**src/rtl/irq_ack_pkg.sv**
```systemverilog
package irq_ack_pkg;
   typedef enum logic {
      ST_IDLE = 1'b0,
      ST_RESP = 1'b1
   } resp_st_e;

   typedef enum logic [1:0] {
      BC_IDLE = 2'b00,
      BC_VEC  = 2'b01,
      BC_WR   = 2'b10,
      BC_RD   = 2'b11
   } bus_code_e;
endpackage

```
**src/rtl/irq_sync.sv**
```systemverilog
module irq_sync #(
   parameter int   STAGES  = 2,
   parameter logic RST_VAL = 1'b1
) (
   input  logic clk,
   input  logic rst_n,
   input  logic d,
   output logic q
);
   generate
      if (STAGES < 1) begin : g_bad_stages
         $error("irq_sync: STAGES must be at least 1");
      end
   endgenerate

   logic [STAGES-1:0] sr;

   always_ff @(posedge clk or negedge rst_n) begin
      if (!rst_n) begin
         sr <= {STAGES{RST_VAL}};
      end else begin
         sr[0] <= d;
         for (int i = 1; i < STAGES; i++) begin
            sr[i] <= sr[i-1];
         end
      end
   end

   assign q = sr[STAGES-1];
endmodule

```
**src/rtl/irq_resp_seq.sv**
```systemverilog
module irq_resp_seq
   import irq_ack_pkg::*;
#(
   parameter int RESP_CYCLES = 3
) (
   input  logic clk,
   input  logic rst_n,
   input  logic nmi_pend,
   input  logic irq_lvl,
   input  logic ie_set,
   input  logic ie_clr,
   input  logic boundary,
   output logic int_pend,
   output logic nmi_take,
   output logic in_resp,
   output logic is_nmi,
   output logic vec_cyc,
   output logic ie
);
   localparam int CW = (RESP_CYCLES > 2) ? $clog2(RESP_CYCLES) : 1;
   localparam logic [CW-1:0] LAST = CW'(RESP_CYCLES - 1);

   generate
      if (RESP_CYCLES < 2) begin : g_bad_len
         $error("irq_resp_seq: RESP_CYCLES must be at least 2");
      end
   endgenerate

   resp_st_e      st_q;
   logic [CW-1:0] cnt_q;
   logic          is_nmi_q;
   logic          ie_q;
   logic          irq_req;
   logic          start;

   assign irq_req  = irq_lvl & ie_q;
   assign int_pend = (st_q == ST_IDLE) & (nmi_pend | irq_req);
   assign start    = int_pend & boundary;
   assign nmi_take = start & nmi_pend;
   assign in_resp  = (st_q == ST_RESP);
   assign vec_cyc  = in_resp & (cnt_q == LAST);
   assign is_nmi   = is_nmi_q;
   assign ie       = ie_q;

   always_ff @(posedge clk or negedge rst_n) begin
      if (!rst_n) begin
         st_q     <= ST_IDLE;
         cnt_q    <= '0;
         is_nmi_q <= 1'b0;
      end else if (start) begin
         st_q     <= ST_RESP;
         cnt_q    <= '0;
         is_nmi_q <= nmi_pend;
      end else if (in_resp) begin
         if (cnt_q == LAST) begin
            st_q  <= ST_IDLE;
            cnt_q <= '0;
         end else begin
            cnt_q <= cnt_q + 1'b1;
         end
      end
   end

   always_ff @(posedge clk or negedge rst_n) begin
      if (!rst_n)      ie_q <= 1'b0;
      else if (start)  ie_q <= 1'b0;
      else if (ie_clr) ie_q <= 1'b0;
      else if (ie_set) ie_q <= 1'b1;
   end


   resp_hold_chk: assert property (@(posedge clk) disable iff (!rst_n)
      (in_resp && !vec_cyc) |=> in_resp);

   resp_end_chk: assert property (@(posedge clk) disable iff (!rst_n)
      vec_cyc |=> !in_resp);

   resp_gate_chk: assert property (@(posedge clk) disable iff (!rst_n)
      $rose(in_resp) |-> $past(boundary));

   ie_entry_clr_chk: assert property (@(posedge clk) disable iff (!rst_n)
      $rose(in_resp) |-> !ie_q);
endmodule

```
**src/rtl/irq_bus_status.sv**
```systemverilog
module irq_bus_status
   import irq_ack_pkg::*;
(
   input  logic       clk,
   input  logic       rst_n,
   input  logic       in_resp,
   input  logic       is_nmi,
   input  logic       vec_cyc,
   input  logic       core_rd,
   input  logic       core_wr,
   output logic       ack_any_n,
   output logic       ack_nmi_n,
   output logic       vec_rd_n,
   output logic [1:0] bus_code
);
   bus_code_e code;

   always_comb begin
      if (vec_cyc)      code = BC_VEC;
      else if (core_wr) code = BC_WR;
      else if (core_rd) code = BC_RD;
      else              code = BC_IDLE;
   end

   assign bus_code  = code;
   assign ack_any_n = ~in_resp;
   assign ack_nmi_n = ~(in_resp & is_nmi);
   assign vec_rd_n  = ~vec_cyc;


   nmi_in_any_chk: assert property (@(posedge clk) disable iff (!rst_n)
      !ack_nmi_n |-> !ack_any_n);

   vec_code_chk: assert property (@(posedge clk) disable iff (!rst_n)
      !vec_rd_n |-> (bus_code == 2'b01 && !ack_any_n));

   nack_steady_chk: assert property (@(posedge clk) disable iff (!rst_n)
      (!ack_any_n && $past(!ack_any_n)) |-> $stable(ack_nmi_n));
endmodule

```
**src/rtl/int_resp_ctrl.sv**
```systemverilog
module int_resp_ctrl #(
   parameter int SYNC_STAGES = 2,
   parameter bit IRQ_SYNC    = 1'b1,
   parameter int RESP_CYCLES = 3
) (
   input  logic       clk,
   input  logic       rst_n,
   input  logic       nmi_in_n,
   input  logic       irq_in_n,
   input  logic       ie_set,
   input  logic       ie_clr,
   input  logic       boundary,
   input  logic       core_rd,
   input  logic       core_wr,
   output logic       int_pend,
   output logic       ack_any_n,
   output logic       ack_nmi_n,
   output logic       vec_rd_n,
   output logic [1:0] bus_code,
   output logic       ie_stat_n
);
   logic nmi_s, nmi_prev_q, nmi_fall, nmi_pend_q;
   logic irq_s_n;
   logic nmi_take, in_resp, is_nmi, vec_cyc, ie;

   irq_sync #(.STAGES(SYNC_STAGES), .RST_VAL(1'b1)) u_nmi_sync (
      .clk(clk), .rst_n(rst_n), .d(nmi_in_n), .q(nmi_s)
   );

   generate
      if (IRQ_SYNC) begin : g_irq_sync
         irq_sync #(.STAGES(SYNC_STAGES), .RST_VAL(1'b1)) u_irq_sync (
            .clk(clk), .rst_n(rst_n), .d(irq_in_n), .q(irq_s_n)
         );
      end else begin : g_irq_raw
         assign irq_s_n = irq_in_n;
      end
   endgenerate

   assign nmi_fall = nmi_prev_q & ~nmi_s;

   always_ff @(posedge clk or negedge rst_n) begin
      if (!rst_n) begin
         nmi_prev_q <= 1'b1;
         nmi_pend_q <= 1'b0;
      end else begin
         nmi_prev_q <= nmi_s;
         if (nmi_fall)      nmi_pend_q <= 1'b1;
         else if (nmi_take) nmi_pend_q <= 1'b0;
      end
   end

   irq_resp_seq #(.RESP_CYCLES(RESP_CYCLES)) u_seq (
      .clk(clk), .rst_n(rst_n), .nmi_pend(nmi_pend_q), .irq_lvl(~irq_s_n),
      .ie_set(ie_set), .ie_clr(ie_clr), .boundary(boundary),
      .int_pend(int_pend), .nmi_take(nmi_take), .in_resp(in_resp),
      .is_nmi(is_nmi), .vec_cyc(vec_cyc), .ie(ie)
   );

   irq_bus_status u_bus (
      .clk(clk), .rst_n(rst_n), .in_resp(in_resp), .is_nmi(is_nmi),
      .vec_cyc(vec_cyc), .core_rd(core_rd), .core_wr(core_wr),
      .ack_any_n(ack_any_n), .ack_nmi_n(ack_nmi_n), .vec_rd_n(vec_rd_n),
      .bus_code(bus_code)
   );

   assign ie_stat_n = ~ie;


   nmi_latch_chk: assert property (@(posedge clk) disable iff (!rst_n)
      (nmi_pend_q && !nmi_take) |=> nmi_pend_q);

   nmi_first_chk: assert property (@(posedge clk) disable iff (!rst_n)
      (nmi_pend_q && int_pend && boundary) |=> !ack_nmi_n);

   nmi_low_hold_chk: assert property (@(posedge clk) disable iff (!rst_n)
      (!nmi_s && !nmi_prev_q && !nmi_pend_q) |=> !nmi_pend_q);
endmodule

```
**config.mk**
```make
export PLATFORM = sky130hd
export DESIGN_NAME = int_resp_ctrl
export DESIGN_NICKNAME = d
export VERILOG_FILES = /design/src/rtl/irq_ack_pkg.sv /design/src/rtl/irq_sync.sv /design/src/rtl/irq_resp_seq.sv /design/src/rtl/irq_bus_status.sv /design/src/rtl/int_resp_ctrl.sv
export SDC_FILE = /design/constraint.sdc
export NUM_CORES = 1
export LEC_CHECK = 0
export BUFFER_PORTS_ARGS = -buffer_cell sky130_fd_sc_hd__buf_4
export CORE_MARGIN = 2
export CORE_UTILIZATION = 27
export DETAILED_ROUTE_END_ITERATION = 7
export MAX_ROUTING_LAYER = met4
export PLACE_DENSITY_LB_ADDON = 0.15
export REMOVE_ABC_BUFFERS = 1
export SETUP_SLACK_MARGIN = 0.15
export SKIP_CTS_REPAIR_TIMING = 1
export SLEW_MARGIN = 30
export SYNTH_ARGS = -nofsm -noshare
export SYNTH_HDL_FRONTEND = slang
export SYNTH_SLANG_ARGS = --single-unit
```
**constraint.sdc**
```tcl
create_clock -name clk -period 1.1 [get_ports clk]
set_input_delay 0.055 -clock clk [delete_from_list [all_inputs] [get_ports clk]]
set_output_delay 0.055 -clock clk [all_outputs]
set_load 0.03 [all_outputs]
```
# == Word level (Yosys, flattened, before mapping) ==
# Index checks and enable logic that the tools add are counted.
# totals
register_bits,11
in_bits,9
output_inout_bits,7
elab_cells,41
# classes
add_sub_neg,1
n_eq_ne,1
n_mux,14
bitwise_logic,14
reduce_logical,3
# op_table
cell,n
$mux W2,6
$mux W1,8
$and A1 B1 Y1,7
$not A1 Y1,6
$reduce_bool A2 Y1,2
$reduce_bool A3 Y1,1
$add A2 B1 Y2 const B,1
$eq A2 B2 Y1 const B,1
$or A1 B1 Y1,1

# == Depth between registers and ports, before layout ==
# depth
ltp_word,8
depth_mapped,3
depth_no_buf,3

# == Modules after synthesis ==
# From an unflattened synthesis, not the netlist that was laid out.
# unflattened
hier_cells,41
hier_area_um2,466.7
# by_module_without_submodules
mod,instances,cells_per_inst,area_each_um2,seq_area_each_um2
irq_resp_seq,1,23,251.5,125.1
irq_sync,2,2,52.6,52.6
int_resp_ctrl,1,7,78.8,51.3
irq_bus_status,1,7,31.3,0.0

# == Worst setup path before layout ==
# No wires, ideal clock.
# synth_path
path_kind,register -> output
startpoint,"reg u_seq.st_q, in the netlist u_seq.in_resp"
endpoint,out bus_code[0]
t_arrival_ps,1196
slack_ps,-151
path_stages_with_launch,4
path_buffers,0
path_cell_list,dfrtp_1 -> inv_2 -> or2_4 -> o21ai_1
# synth_between
elab_chain_len,2
# synth_lines
item,line_no,rtl
"start, declared",irq_resp_seq.sv:29,resp_st_e st_q;
"start signal, assigned",irq_resp_seq.sv:47,st_q <= ST_IDLE;
"start signal, assigned",irq_resp_seq.sv:51,st_q <= ST_RESP;
"start signal, assigned",irq_resp_seq.sv:56,st_q <= ST_IDLE;
$and A1 B1 Y1,irq_resp_seq.sv:41,assign vec_cyc = in_resp & (cnt_q == LAST);
$mux W2,irq_bus_status.sv:19,if (vec_cyc) code = BC_VEC;
"end, declared",int_resp_ctrl.sv:19,"output logic [1:0] bus_code,"
# No other way between the ends.

# == Worst setup path after layout ==
# layout_path
startpoint,reg u_seq.cnt_q[0]
endpoint,out bus_code[1]
# layout_between
elab_chain_len,3
# layout_lines
item,line_no,rtl
"start, declared",irq_resp_seq.sv:30,logic [CW-1:0] cnt_q;
"start signal, assigned",irq_resp_seq.sv:59,cnt_q <= cnt_q + 1'b1;
$eq A2 B2 Y1,irq_resp_seq.sv:41,
$and A1 B1 Y1,irq_resp_seq.sv:41,
$mux W2,irq_bus_status.sv:19,
# No other way between the ends.

==> impl_results.md <==
- Status: finished with violations
- Violated checks: setup timing
- Worst-Skew Late Latency: 0.26 ns
- Period utilisation layout: 1.22
- Reg2reg path depth: 3
- Fin area: 727 µm²
- Die Height: 44.3 µm
- DR vias: 350
- IO buf count: 15
- Dpl hpwl: 557 µm
- LEAKAGE: around 0.35 nW
- Post-Synth XOR/XNOR Area: 0
- Cell Area, Synth: ~440 µm²
- Simple-gate share of the synthesized area: 0.197
- WL final: 800 µm
- Maximum VDD drop: roughly 1.2 mV
- Global-route wire length before repair: 1190 µm
- Post-Syn Area per Cell: between 10 and 15 µm²
- Final RePlAce weighted congestion: about 0.7
- Critical path, cell by cell: nand2b_4 > or2_4 > o21a_1 > buf_6
- Reg2reg setup slack: approximately 0.030 ns
- Initial Utilization: 0.288
- CTS buffer count: 3
- Post-synthesis mux area share: 0
- Worst slew pin tran: 0.185 ns
- Setup crit end kind: output port
- Synth Area in Compound Gates: 0.120
- Initial antenna violation count: 0
- Synth-to-Final Area Change: 65.5%
- Seq/Total Area, Yosys: 0.641
- Arr. time, crit path: 1.28 ns
- Core area: 1520 µm²
- Vias in the first global route: 292
- RSZ-0062 raised after global routing: yes
- Detail Route Antenna Nets: 0
- Core Rows: 14
- Post-synth top area share: 0.342
- CTS max path bufs: 2
- CTS tree: built
- Nets: 75
- Avg WL per Cell: 9.88 µm
- Cell variety after synth: 19
- Starting DRT DRC Count: 1
- Final Skew: 0.00214 ns
- Crit path launch type: flip-flop
- Final Setup Violations: 4
- Critical Path RT: 1.04 ns
- Worst reg2reg path endpoint: u_seq.in_resp
- Clk root buf: clkbuf_4
- Minimum clock period: 1.34 ns
- Largest fanout on the critical path: 3
- Share of post-route cells with drive strength above 1: 0.585
- Pwr/cell area: about 2400 nW/µm²
- Clock transition at the registers of the reported paths: around 0.06 ns
- Hold Path Class: in -> reg
- CP Class: reg -> out
- Die Wd: around 44 µm
- Fin. max-slew vios: 0
- Slowest cell on crit path: dfrtp_1
- Flops & latches, synth: 11
- Synth warn: 0
- Number of fill cells in the layout: 148
- Final non-filler cell total: 81
- Largest family of logic cells by synthesized area: simple AND/OR/NAND/NOR gates
- Max-slew headroom: 0.877
- Drt first pass iters: 2
- Worst setup margin: -0.239 ns
- Hold_ws: ~0.035 ns
- # IOs: 16
- Synth Area in Adders: 0
- Synth Instances: 38
- Critical path's largest stage delay: 0.39 ns
- Placed Area: 594 µm²
- Clk sink count: 11
- Max Cap Viol: 0
- CP top delay family: flip-flops
- Largest net degree at the start of global routing: 12
- Gr ovfl total: 0
- Hold_sp: ie_set
- Antenna cells: 0
- Critical path buffer and inverter count: 1
- Ranking of synthesized cells by area: dfrtp_1 (34%), dfstp_2 (30%), inv_1 (3.4%)
- Area leader, netlist: dfrtp_1
- Final hold violation count: 0
- Placed instance count: 72
- Vias per cell: 4.32
- DRC: 0
- Die area: ~2000 µm²
- WHS Endpoint: u_seq.ie
- Post-layout util: 0.477
- Hold Path Depth: 3
- Max H-tree Level: 1
- Worst reg2reg path startpoint: g_irq_sync.u_irq_sync.sr[1]
- Achievable Freq: 0.747 GHz
- Gr usage total: 0.0915
-- cell usage after synthesis --
library cell,number
dfrtp_1,6
dfstp_2,5
inv_1,4
nor2_1,4
nand2_1,3
a21oi_1,2
o21a_1,2
a21o_1,1
a22o_1,1
inv_2,1
nand2b_1,1
nand3b_1,1
nor2b_1,1
nor2b_2,1
nor3_2,1
nor3b_2,1
o21ai_1,1
o22ai_1,1
or2_4,1
-- where the power goes --
group	switching (mW)	internal, mW
sequential	0.0966	0.510
clock	0.120	0.140
combinational	0.416	0.443
total	0.633	1.09
-- worst min-delay path, stage by stage --
cell and delay, ns:
buf_4 0.08, nor2_1 0.04, nor3_2 0.08
-- layer usage --
metal  wire length, µm  GRT usage  vias to the layer above
met1               354      0.106                      160
met2               394      0.124                        9
li1                  -          -                      179
met4                 7     0.0545                        0
met3                44     0.0490                        2
met5                 0          -                        -
-- stage by stage --
stage	setup TNS (ns)	setup slack, ns	power (mW)
global placement	0	0.00630	1.30
floorplan	-0.217	-0.151	1.02
CTS	-0.903	-0.303	1.58
finish	-0.661	-0.239	1.73
detailed placement	-0.00540	-0.00540	1.30
global route	-0.903	-0.285	1.84
-- how the worst max path moves through the flow --
| stage | from | endpoint | slack [ns] | cells past startpoint |
|---|---|---|---|---|
| after floorplan | u_seq.in_resp | bus_code[0] | -0.15 | 3 |
| after global placement | u_seq.cnt_q[0] | bus_code[1] | 0.006 | 4 |
| after detailed placement | u_seq.cnt_q[0] | bus_code[1] | -0.005 | 4 |
| after CTS | u_seq.cnt_q[0] | bus_code[1] | -0.30 | 4 |
| after global routing | u_seq.cnt_q[0] | bus_code[1] | -0.29 | 4 |
| final | u_seq.cnt_q[0] | bus_code[1] | -0.24 | 4 |
-- cell type report --
class / instances / area [µm²] / share of cell area
Clock buffer: 4 / 26.3 / 0.0361
Inverter: 5 / 18.8 / 0.0258
Multi-Input combinational cell: 22 / 170 / 0.234
Sequential cell: 11 / 283 / 0.389
Tap cell: 16 / 20.0 / 0.0275
Timing Repair Buffer: 23 / 209 / 0.287
-- sequential cells by signal, indices dropped and copies added (netlist names) --
register	count
g_irq_sync.u_irq_sync.sr	2
nmi_pend_q	1
nmi_prev_q	1
u_nmi_sync.sr	2
u_seq.cnt_q	2
u_seq.ie	1
u_seq.in_resp	1
u_seq.is_nmi	1
-- placed cells by master, fill, tap and decap left out, drive strengths merged --
cell type,instances
a21o,1
a21oi,2
a22o,1
buf,19
clkbuf,4
dfrtp,6
dfstp,5
dlygate4sd3,4
inv,5
nand2,3
nand2b,1
nand3b,1
nor2,4
nor2b,2
nor3,1
nor3b,1
o21a,2
o21ai,1
o22ai,1
or2,1
-- cells by family (layout without fill, tap and decap cells) --
family,Yosys count,count (layout)
AO/OA/AOI/OAI,8,8
AND/OR/NAND/NOR,14,14
flip-flops,11,11
buffers and inverters,5,32
Power figures use the tool's default switching activity.
